$ cat config.mk
export PLATFORM = sky130hd
export DESIGN_NAME = maci_aggregator
export DESIGN_NICKNAME = d
export VERILOG_FILES = /design/src/rtl/maci_pkg.sv /design/src/rtl/maci_status_bank.sv /design/src/rtl/maci_err_merge.sv /design/src/rtl/maci_req_latch.sv /design/src/rtl/maci_aggregator.sv
export SDC_FILE = /design/constraint.sdc
export NUM_CORES = 1
export LEC_CHECK = 0
export ABC_AREA = 1
export BUFFER_PORTS_ARGS = -buffer_cell sky130_fd_sc_hd__buf_2
export CAP_MARGIN = 20
export CORE_ASPECT_RATIO = 0.75
export CORE_MARGIN = 2
export CORE_UTILIZATION = 25
export CTS_BUF_LIST = sky130_fd_sc_hd__clkbuf_4 sky130_fd_sc_hd__clkbuf_8 sky130_fd_sc_hd__clkbuf_16
export DETAILED_ROUTE_END_ITERATION = 8
export PLACE_DENSITY = 0.55
export SYNTH_ARGS = -nofsm -noshare
export SYNTH_HDL_FRONTEND = slang
export SYNTH_SLANG_ARGS = --single-unit
$ cat constraint.sdc
create_clock -name clk_i -period 1.8 [get_ports clk_i]
set_clock_uncertainty 0.2 [all_clocks]
set_input_delay 0.36 -clock clk_i [delete_from_list [all_inputs] [get_ports clk_i]]
set_output_delay 0.36 -clock clk_i [all_outputs]
set_load 0.01 [all_outputs]
$ cat src/rtl/maci_pkg.sv
package maci_pkg;

    localparam int N_STAT     = 18;
    localparam int PBF_BIT    = 18;
    localparam int ABN_EN_BIT = 0;
    localparam int NRM_EN_BIT = 3;
    localparam int WORD_W     = PBF_BIT + 1;

    typedef logic [N_STAT-1:0] stat_t;

    // flags covered by the abnormal group enable
    localparam stat_t ABN_SET    = 18'h0003F;
    // flags covered by the normal group enable
    localparam stat_t NRM_SET    = 18'h000C0;
    // flags that pair with an enable bit of the same index
    localparam stat_t OWN_EN_SET = 18'h3FFF6;

    typedef enum logic [1:0] {
        SEL_STAT = 2'd0,
        SEL_EN   = 2'd1,
        SEL_REQ  = 2'd2,
        SEL_NONE = 2'd3
    } sel_e;

    typedef struct packed {
        stat_t st;
        stat_t en;
        logic  pbf;
    } bank_s;

    typedef struct packed {
        logic err;
    } err_s;

    typedef struct packed {
        logic rx;
        logic tx;
    } req_s;

endpackage

$ cat src/rtl/maci_status_bank.sv
module maci_status_bank
    import maci_pkg::*;
(
    input  logic              clk_i,
    input  logic              rst_ni,
    input  stat_t             evt_i,
    input  logic              clr_we_i,
    input  logic              en_we_i,
    input  logic [WORD_W-1:0] wdata_i,
    output stat_t             st_o,
    output stat_t             en_o,
    output logic              pbf_o
);

    bank_s bank_d, bank_q;

    always_comb begin
        bank_d = bank_q;
        if (en_we_i) begin
            bank_d.en  = wdata_i[N_STAT-1:0];
            bank_d.pbf = wdata_i[PBF_BIT];
        end
        if (clr_we_i) begin
            bank_d.st = bank_q.st & ~wdata_i[N_STAT-1:0];
        end
        bank_d.st = bank_d.st | evt_i;
    end

    always_ff @(posedge clk_i or negedge rst_ni) begin
        if (!rst_ni) begin
            bank_q <= '0;
        end else begin
            bank_q <= bank_d;
        end
    end

    assign st_o  = bank_q.st;
    assign en_o  = bank_q.en;
    assign pbf_o = bank_q.pbf;

    // a pulse always lands in the flag, even against a clear
    assert_evt_sets_R3: assert property (@(posedge clk_i) disable iff (!rst_ni)
        (|evt_i) |=> ((st_o & $past(evt_i)) == $past(evt_i)));

    // without pulse or clear the flags keep their value
    assert_flags_hold_R2: assert property (@(posedge clk_i) disable iff (!rst_ni)
        (!(|evt_i) && !clr_we_i) |=> $stable(st_o));

    // enable word changes only through a write
    assert_en_hold_R4: assert property (@(posedge clk_i) disable iff (!rst_ni)
        (!en_we_i) |=> ($stable(en_o) && $stable(pbf_o)));

endmodule

$ cat src/rtl/maci_err_merge.sv
module maci_err_merge
    import maci_pkg::*;
(
    input  logic  clk_i,
    input  logic  rst_ni,
    input  stat_t st_i,
    input  stat_t en_i,
    output logic  err_o
);

    err_s err_d, err_q;
    logic own_hit;
    logic abn_hit;
    logic nrm_hit;

    always_comb begin
        own_hit   = |(st_i & en_i & OWN_EN_SET);
        abn_hit   = en_i[ABN_EN_BIT] && (|(st_i & ABN_SET));
        nrm_hit   = en_i[NRM_EN_BIT] && (|(st_i & NRM_SET));
        err_d.err = own_hit || abn_hit || nrm_hit;
    end

    always_ff @(posedge clk_i or negedge rst_ni) begin
        if (!rst_ni) begin
            err_q <= '0;
        end else begin
            err_q <= err_d;
        end
    end

    assign err_o = err_q.err;

    // nothing enabled: no error request
    assert_quiet_when_disabled_R8: assert property (@(posedge clk_i) disable iff (!rst_ni)
        (en_i == '0) |=> !err_o);

    // no flag set: no error request
    assert_quiet_when_clean_R8: assert property (@(posedge clk_i) disable iff (!rst_ni)
        (st_i == '0) |=> !err_o);

    // a flag with its own enable raises the request
    assert_own_enable_fires_R5: assert property (@(posedge clk_i) disable iff (!rst_ni)
        (|(st_i & en_i & OWN_EN_SET)) |=> err_o);

    // abnormal group enable covers the first six flags
    assert_abn_group_R6: assert property (@(posedge clk_i) disable iff (!rst_ni)
        (en_i[ABN_EN_BIT] && (|st_i[5:0])) |=> err_o);

endmodule

$ cat src/rtl/maci_req_latch.sv
module maci_req_latch
    import maci_pkg::*;
(
    input  logic       clk_i,
    input  logic       rst_ni,
    input  logic       rx_done_i,
    input  logic       rx_good_i,
    input  logic       pbf_i,
    input  logic       tx_done_i,
    input  logic       tx_stop_i,
    input  logic       clr_we_i,
    input  logic [1:0] wdata_i,
    output logic       rx_o,
    output logic       tx_o
);

    req_s req_d, req_q;
    logic rx_set;
    logic tx_set;

    always_comb begin
        rx_set = rx_done_i && (rx_good_i || pbf_i);
        tx_set = tx_done_i || tx_stop_i;
        req_d  = req_q;
        if (clr_we_i) begin
            req_d.rx = req_q.rx && !wdata_i[0];
            req_d.tx = req_q.tx && !wdata_i[1];
        end
        req_d.rx = req_d.rx || rx_set;
        req_d.tx = req_d.tx || tx_set;
    end

    always_ff @(posedge clk_i or negedge rst_ni) begin
        if (!rst_ni) begin
            req_q <= '0;
        end else begin
            req_q <= req_d;
        end
    end

    assign rx_o = req_q.rx;
    assign tx_o = req_q.tx;

    // bad frame dropped when pass-bad-frame is off
    assert_bad_frame_dropped_R9: assert property (@(posedge clk_i) disable iff (!rst_ni)
        (rx_done_i && !rx_good_i && !pbf_i && !rx_o) |=> !rx_o);

    // accepted frame sets the receive request, even against a clear
    assert_rx_sets_R10: assert property (@(posedge clk_i) disable iff (!rst_ni)
        (rx_done_i && (rx_good_i || pbf_i)) |=> rx_o);

    // stop descriptor or status write-back sets the transmit request
    assert_tx_sets_R11: assert property (@(posedge clk_i) disable iff (!rst_ni)
        (tx_stop_i || tx_done_i) |=> tx_o);

    // requests fall only through a clear write
    assert_req_falls_by_clear_R12: assert property (@(posedge clk_i) disable iff (!rst_ni)
        (!clr_we_i) |=> !$fell(rx_o) && !$fell(tx_o));

endmodule

$ cat src/rtl/maci_aggregator.sv
module maci_aggregator
    import maci_pkg::*;
#(
    parameter int NUM_MACS  = 2,
    parameter int DATA_W    = 32,
    parameter int MAC_IDX_W = (NUM_MACS > 1) ? $clog2(NUM_MACS) : 1
) (
    input  logic                       clk_i,
    input  logic                       rst_ni,
    input  logic [NUM_MACS*N_STAT-1:0] stat_evt_i,
    input  logic [NUM_MACS-1:0]        rx_done_i,
    input  logic [NUM_MACS-1:0]        rx_good_i,
    input  logic [NUM_MACS-1:0]        tx_done_i,
    input  logic [NUM_MACS-1:0]        tx_stop_i,
    input  logic                       reg_wr_i,
    input  logic [MAC_IDX_W+1:0]       reg_addr_i,
    input  logic [DATA_W-1:0]          reg_wdata_i,
    output logic [DATA_W-1:0]          reg_rdata_o,
    output logic [NUM_MACS-1:0]        irq_err_o,
    output logic [NUM_MACS-1:0]        irq_rx_o,
    output logic [NUM_MACS-1:0]        irq_tx_o
);

    localparam int ADDR_W = MAC_IDX_W + 2;

    logic [MAC_IDX_W-1:0] mac_sel;
    sel_e                 reg_sel;
    logic [WORD_W-1:0]    wword;
    logic                 unused_wdata_bits;

    stat_t st_w  [NUM_MACS];
    stat_t en_w  [NUM_MACS];
    logic  pbf_w [NUM_MACS];

    assign mac_sel           = reg_addr_i[ADDR_W-1:2];
    assign reg_sel           = sel_e'(reg_addr_i[1:0]);
    assign wword             = reg_wdata_i[WORD_W-1:0];
    assign unused_wdata_bits = ^reg_wdata_i[DATA_W-1:WORD_W];

    for (genvar m = 0; m < NUM_MACS; m++) begin : g_mac
        logic hit;
        logic clr_stat_we;
        logic en_we;
        logic clr_req_we;

        assign hit         = reg_wr_i && (mac_sel == MAC_IDX_W'(m));
        assign clr_stat_we = hit && (reg_sel == SEL_STAT);
        assign en_we       = hit && (reg_sel == SEL_EN);
        assign clr_req_we  = hit && (reg_sel == SEL_REQ);

        maci_status_bank u_bank (
            .clk_i    (clk_i),
            .rst_ni   (rst_ni),
            .evt_i    (stat_evt_i[m*N_STAT +: N_STAT]),
            .clr_we_i (clr_stat_we),
            .en_we_i  (en_we),
            .wdata_i  (wword),
            .st_o     (st_w[m]),
            .en_o     (en_w[m]),
            .pbf_o    (pbf_w[m])
        );

        maci_err_merge u_err (
            .clk_i  (clk_i),
            .rst_ni (rst_ni),
            .st_i   (st_w[m]),
            .en_i   (en_w[m]),
            .err_o  (irq_err_o[m])
        );

        maci_req_latch u_req (
            .clk_i     (clk_i),
            .rst_ni    (rst_ni),
            .rx_done_i (rx_done_i[m]),
            .rx_good_i (rx_good_i[m]),
            .pbf_i     (pbf_w[m]),
            .tx_done_i (tx_done_i[m]),
            .tx_stop_i (tx_stop_i[m]),
            .clr_we_i  (clr_req_we),
            .wdata_i   (wword[1:0]),
            .rx_o      (irq_rx_o[m]),
            .tx_o      (irq_tx_o[m])
        );
    end

    always_comb begin
        reg_rdata_o = '0;
        for (int m = 0; m < NUM_MACS; m++) begin
            if (mac_sel == MAC_IDX_W'(m)) begin
                case (reg_sel)
                    SEL_STAT: reg_rdata_o[N_STAT-1:0] = st_w[m];
                    SEL_EN: begin
                        reg_rdata_o[N_STAT-1:0] = en_w[m];
                        reg_rdata_o[PBF_BIT]    = pbf_w[m];
                    end
                    SEL_REQ: begin
                        reg_rdata_o[0] = irq_rx_o[m];
                        reg_rdata_o[1] = irq_tx_o[m];
                    end
                    default: reg_rdata_o = '0;
                endcase
            end
        end
    end

    // all outputs low right after reset
    assert_reset_quiet_R13: assert property (@(posedge clk_i) disable iff (!rst_ni)
        $rose(rst_ni) |-> (irq_err_o == '0 && irq_rx_o == '0 && irq_tx_o == '0));

endmodule

Yosys cells after proc, flatten, opt, wreduce, memory -nomap -nowiden
Cells that the tools add are included.

Flip-flop bits (word level): 80. Input port bits: 82. Output and inout port bits: 38. Word-level logic and storage cells: 74.

Equal/unequal tests: 2. Multiplexer cells: 12. Bitwise logic cells: 8. Reduce and logical (&&, ||, !) cells: 40.

Operators by type and width (number): AND 18 bit (4); case mux 16 bit (3 select lines) (1); two-way mux 19 bit (2); two-way mux 18 bit (2); OR 18 bit (2); case mux 16 bit (2 select lines) (1); OR reduction 16 bit (2); logical AND 1 bit (18); inverter 18 bit (1); logical OR 1 bit (12); case mux 2 bit (3 select lines) (2); OR reduction 6 bit (2); OR reduction 2 bit (3); two-way mux 2 bit (2); == test 2 x 1 -> 1 bit, second input constant (1); == test 2 bit, second input constant (1); zero test 1 bit (2); zero test 2 bit (1); case mux 1 bit (2 select lines) (1); two-way mux 1 bit (1); inverter 1 bit (1).

Longest topological paths before layout
Depth in word-level cells: 5. Mapped depth: 8.

Modules after synthesis
Synthesis repeated with hierarchy kept, for this count alone.

Cell total of the unflattened synthesis: 661. Area, all modules: 4501.8 um2.

By module, submodules not included: maci_status_bank (instances 2, cells each 172, area each 1502.7 um2); maci_aggregator (instances 1, cells each 213, area each 963.4 um2); maci_err_merge (instances 2, cells each 42, area each 185.2 um2); maci_req_latch (instances 2, cells each 10, area each 81.3 um2).

Worst setup path before layout
No wires, ideal clock.

Path type: in2out. From: in reg_addr_i[0]. To: out reg_rdata_o[10]. Arrival time: 1.044 ns. Path slack: 0.196 ns. Stages: 7. Buffers on the path: 2. Path through: nor2_1 buf_4 buf_4 nand2_1 nand2_1 nand2_1 nand2_1.

Cells in the longest elaborated chain, start to end: 5. Elaborated cells on any way between the ends: 7. Classes of those cells: eq/ne (2); mux (4); reduce/logical (1).

RTL lines: start: declaration (RTL line maci_aggregator.sv:16) `input logic [MAC_IDX_W+1:0] reg_addr_i,`; == test 2 x 1 -> 1 bit / zero test 2 bit (equally long branches) (RTL line maci_aggregator.sv:90) `case (reg_sel)`; case mux 16 bit (2 select lines) (RTL line maci_aggregator.sv:90); two-way mux 19 bit (RTL line maci_aggregator.sv:89) `if (mac_sel == MAC_IDX_W'(m)) begin`; case mux 16 bit (3 select lines) (RTL line maci_aggregator.sv:90); two-way mux 19 bit (*) (RTL line maci_aggregator.sv:89); end: declaration (RTL line maci_aggregator.sv:18) `output logic [DATA_W-1:0] reg_rdata_o,`.

Every way passes the cells marked *; elsewhere a longest branch is shown, timed or not.

Worst setup path after layout
From: in reg_addr_i[1]. To: out reg_rdata_o[2].

The elaborated chain is that of the path after synthesis.

==> load_flow_metrics.sql <==
INSERT INTO impl_metrics (metric_group, metric, value, unit) VALUES
('placed_design', 'dpl_cell_area', '4940', 'um2'),
('sta', 'finalHoldViolCount', '0', ''),
('grt', 'grt_start_max_net_pins', '48', ''),
('final_layout', 'final_cell_area', '5730', 'um2'),
('setup_path', 'critPathLaunchType', 'input pin', ''),
('pwr', 'power-per-cell-area', '895', 'nW/um2'),
('cts', 'tritoncts', 'yes', ''),
('setup_path', 'cp_class', 'input pin to primary output', ''),
('logic_synthesis', 'synthesis.area', '4260', 'um2'),
('logic_synthesis', 'post_synth_inst_count', '597', ''),
('route', 'drt_iter0_drc', '238', ''),
('floorplanning', 'ioPinCount', '120', ''),
('route', 'finalWirelength', '13100', 'um'),
('floorplanning', 'row_count', '41', ''),
('route', 'routedWlPerCell', '14.1', 'um'),
('cts', 'tritoncts_num_sinks', '80', ''),
('cts', 'ctsRootBufferMaster', 'sky130_fd_sc_hd__clkbuf_16', ''),
('placed_design', 'hpwl', '8860', 'um'),
('logic_synthesis', 'avgSynthCellArea', '7.14', 'um2'),
('logic_synthesis', 'yosys_warnings', '0', ''),
('setup_path', 'crit_required', '1240', 'ps'),
('sta', 'fmax', '0.524', 'GHz'),
('sta', 'setup_ws', '-109', 'ps'),
('final_layout', 'commonest_non_fill_non_tap_cell_in_the_layout', 'sky130_fd_sc_hd__nand2_1', ''),
('cts', 'cts_buffers', '9', ''),
('floorplanning', 'design.core.area', '16800', 'um2'),
('logic_synthesis', 'post_synth_num_cell_types', '18', ''),
('sta', 'setup_violations', '14', ''),
('final_layout', 'finish.net_count', '790', ''),
('route', 'drtPass1Iterations', '5', ''),
('sta', 'timing.final.max_slew_violations', '0', ''),
('setup_path', 'critPathMaxFanout', '5', ''),
('hold_path', 'timing.hold.worst.class', 'input pin to register', ''),
('grt', 'grt_util_all_layers', '0.152', ''),
('final_layout', 'final_cell_mix', '273 x sky130_fd_sc_hd__nand2_1, 86 x sky130_fd_sc_hd__buf_2, 80 x sky130_fd_sc_hd__dfrtp_1', ''),
('placed_design', 'buffers_on_ports', '93', ''),
('final_layout', 'finalCoreUtilization', '0.342', ''),
('grt', 'grt_pass1_wl', '20600', 'um'),
('grt', 'number_of_global_route_vias_before_repair', '3808', ''),
('floorplanning', 'chipWidth', '155', 'um'),
('logic_synthesis', 'ys_seq_area_frac', '0.470', ''),
('final_layout', 'synthToLayoutAreaGrowth', '34.4', '%'),
('cts', 'clkSlewWorstSetupHoldPaths', '60', 'ps'),
('run_status', 'result_of_the_run', 'complete, but fails checks', ''),
('route', 'detail_route.vias_per_cell', '4.17', ''),
('pwr', 'worst_vdd_rail_ir_drop', '411', 'uV'),
('grt', 'grt_antenna_before_repair', '0', ''),
('grt', 'overflow', '0', ''),
('sta', 'period_utilization_post_route', '1.06', ''),
('cts', 'clkLatencyLatePin', '340', 'ps'),
('floorplanning', 'initial_utilization', '0.254', ''),
('final_layout', 'antennaDiodeCount', '0', ''),
('cts', 'buffer_levels_on_the_longest_clock_path', '2', ''),
('sta', 'grt_setup_unrepaired', 'yes', ''),
('sta', 'period_needed', '1910', 'ps'),
('route', 'drt_drc_violations_left', '0', ''),
('floorplanning', 'chipHeight', '117', 'um'),
('final_layout', 'layout-drive-gt1-share', '0.240', ''),
('logic_synthesis', 'synth-seq-cells', '80', ''),
('floorplanning', 'fp.dieArea', '18100', 'um2'),
('run_status', 'violations_in_the_final_reports', 'setup timing', ''),
('placed_design', 'finalWeightedCongestion', '0.829', ''),
('setup_path', 'worst_ep_arrival_time', '1350', 'ps'),
('route', 'dr_total_vias', '3871', ''),
('pwr', 'power_leakage', '2.97', 'nW'),
('setup_path', 'timing.critical_path.to_type', 'primary output', ''),
('flow_run', 'maxCapViolations', '0', ''),
('cts', 'clock_tree.htree_level_count', '3', ''),
('route', 'antenna_left', '0', '');
## flip-flops by register name, summed over array words and instances, names as in the netlist
signal	flops
g_mac.u_bank.en_o	36
g_mac.u_bank.st_o	36
g_mac.u_bank.pbf_o	2
g_mac.u_err.err_o	2
g_mac.u_req.rx_o	2
g_mac.u_req.tx_o	2
## synth_stat cells (all sizes together)
cell,n,area share
o21ai,83,0.11
clkbuf,3,0.0026
clkinv,1,0.00088
inv,61,0.054
dfrtp,80,0.47
nand3,6,0.0070
conb,1,0.00088
buf,37,0.068
nand2,299,0.27
nand4,2,0.0029
nor2,24,0.022
## cells by family (layout without fill, tap and decap cells)
kind of cell,Yosys count,after routing,synth area share
simple gates,331,331,0.297
buf+inv,102,206,0.126
compound gates,83,83,0.106
flops,80,80,0.470
other cells,1,13,0.000880
## worst max-delay path: stages
cell and delay (ps):
sky130_fd_sc_hd__buf_8 110, sky130_fd_sc_hd__nor2_4 160, sky130_fd_sc_hd__buf_6 170, sky130_fd_sc_hd__clkbuf_16 170
sky130_fd_sc_hd__nand2_2 50, sky130_fd_sc_hd__nand2_2 70, sky130_fd_sc_hd__nand2_1 50, sky130_fd_sc_hd__nand2_1 90
sky130_fd_sc_hd__buf_2 130
## report_power, final
group | switching [W] | internal (W) | leakage (nW) | total, W
Clock | 0.000718 | 0.00130 | 0.164 | 0.00202
Sequential | 0.000151 | 0.00198 | 0.853 | 0.00213
Combinational | 0.000555 | 0.000423 | 1.95 | 0.000978
## per-stage QoR
stage / instances / total power [W] / hold WS [ps] / setup WS, ps / setup TNS (ps)
after floorplan: 609 / 0.00267 / -136 / 196 / 0
after CTS: 929 / 0.00513 / 0.840 / -50.4 / -650
after detailed placement: 888 / 0.00301 / 11.7 / -94.5 / -973
final: 928 / 0.00513 / 5.25 / -109 / -668
after global placement: 888 / 0.00300 / 13.3 / -94.5 / -867
after global routing: 928 / 0.00542 / 12.8 / -133 / -1620
## area by class of cell
cell class	instances	area, um2
inverter	62	235
sequential	80	2000
timing repair buffer	128	1030
clock inverter	3	65.1
clock buffer	13	262
fill	1819	11000
tap	215	269
multi-input combinational	427	1860
## repair_timing
item / 4_1_cts / 5_1_grt
buffers inserted: 6 / 0
pin swaps: 5 / 16
resized for setup: 21 / 28
setup endpoints to repair: 18 / 19
hold buffers: 14 / 0
endpoints found under the hold margin: 93 / 0
cloned: 5 / 1
## layer usage
metal  up-vias  wire length [um]  track usage
li1       2015                 -            -
met1      1749              6680        0.219
met2        92              5590        0.228
met3        15               525       0.0191
met4         0               291       0.0716
met5         -                 0            0
## final timing paths
| check | endpoint | slack (ps) | cells past startpoint | startpoint |
|---|---|---|---|---|
| max | reg_rdata_o[2] | -110 | 9 | reg_addr_i[1] |
| min | g_mac[1].u_bank.st_o[3] | 5 | 3 | stat_evt_i[21] |
| max reg2reg | g_mac[1].u_err.err_o | 600 | 6 | g_mac[1].u_bank.st_o[1] |
| min reg2reg | g_mac[1].u_bank.en_o[9] | 310 | 2 | g_mac[1].u_bank.en_o[9] |
| max in group asynchronous | g_mac[0].u_bank.st_o[15] | 710 | 3 | rst_ni |
| min in group asynchronous | g_mac[1].u_bank.st_o[0] | 200 | 2 | rst_ni |
(Power assumes the default switching activity.)
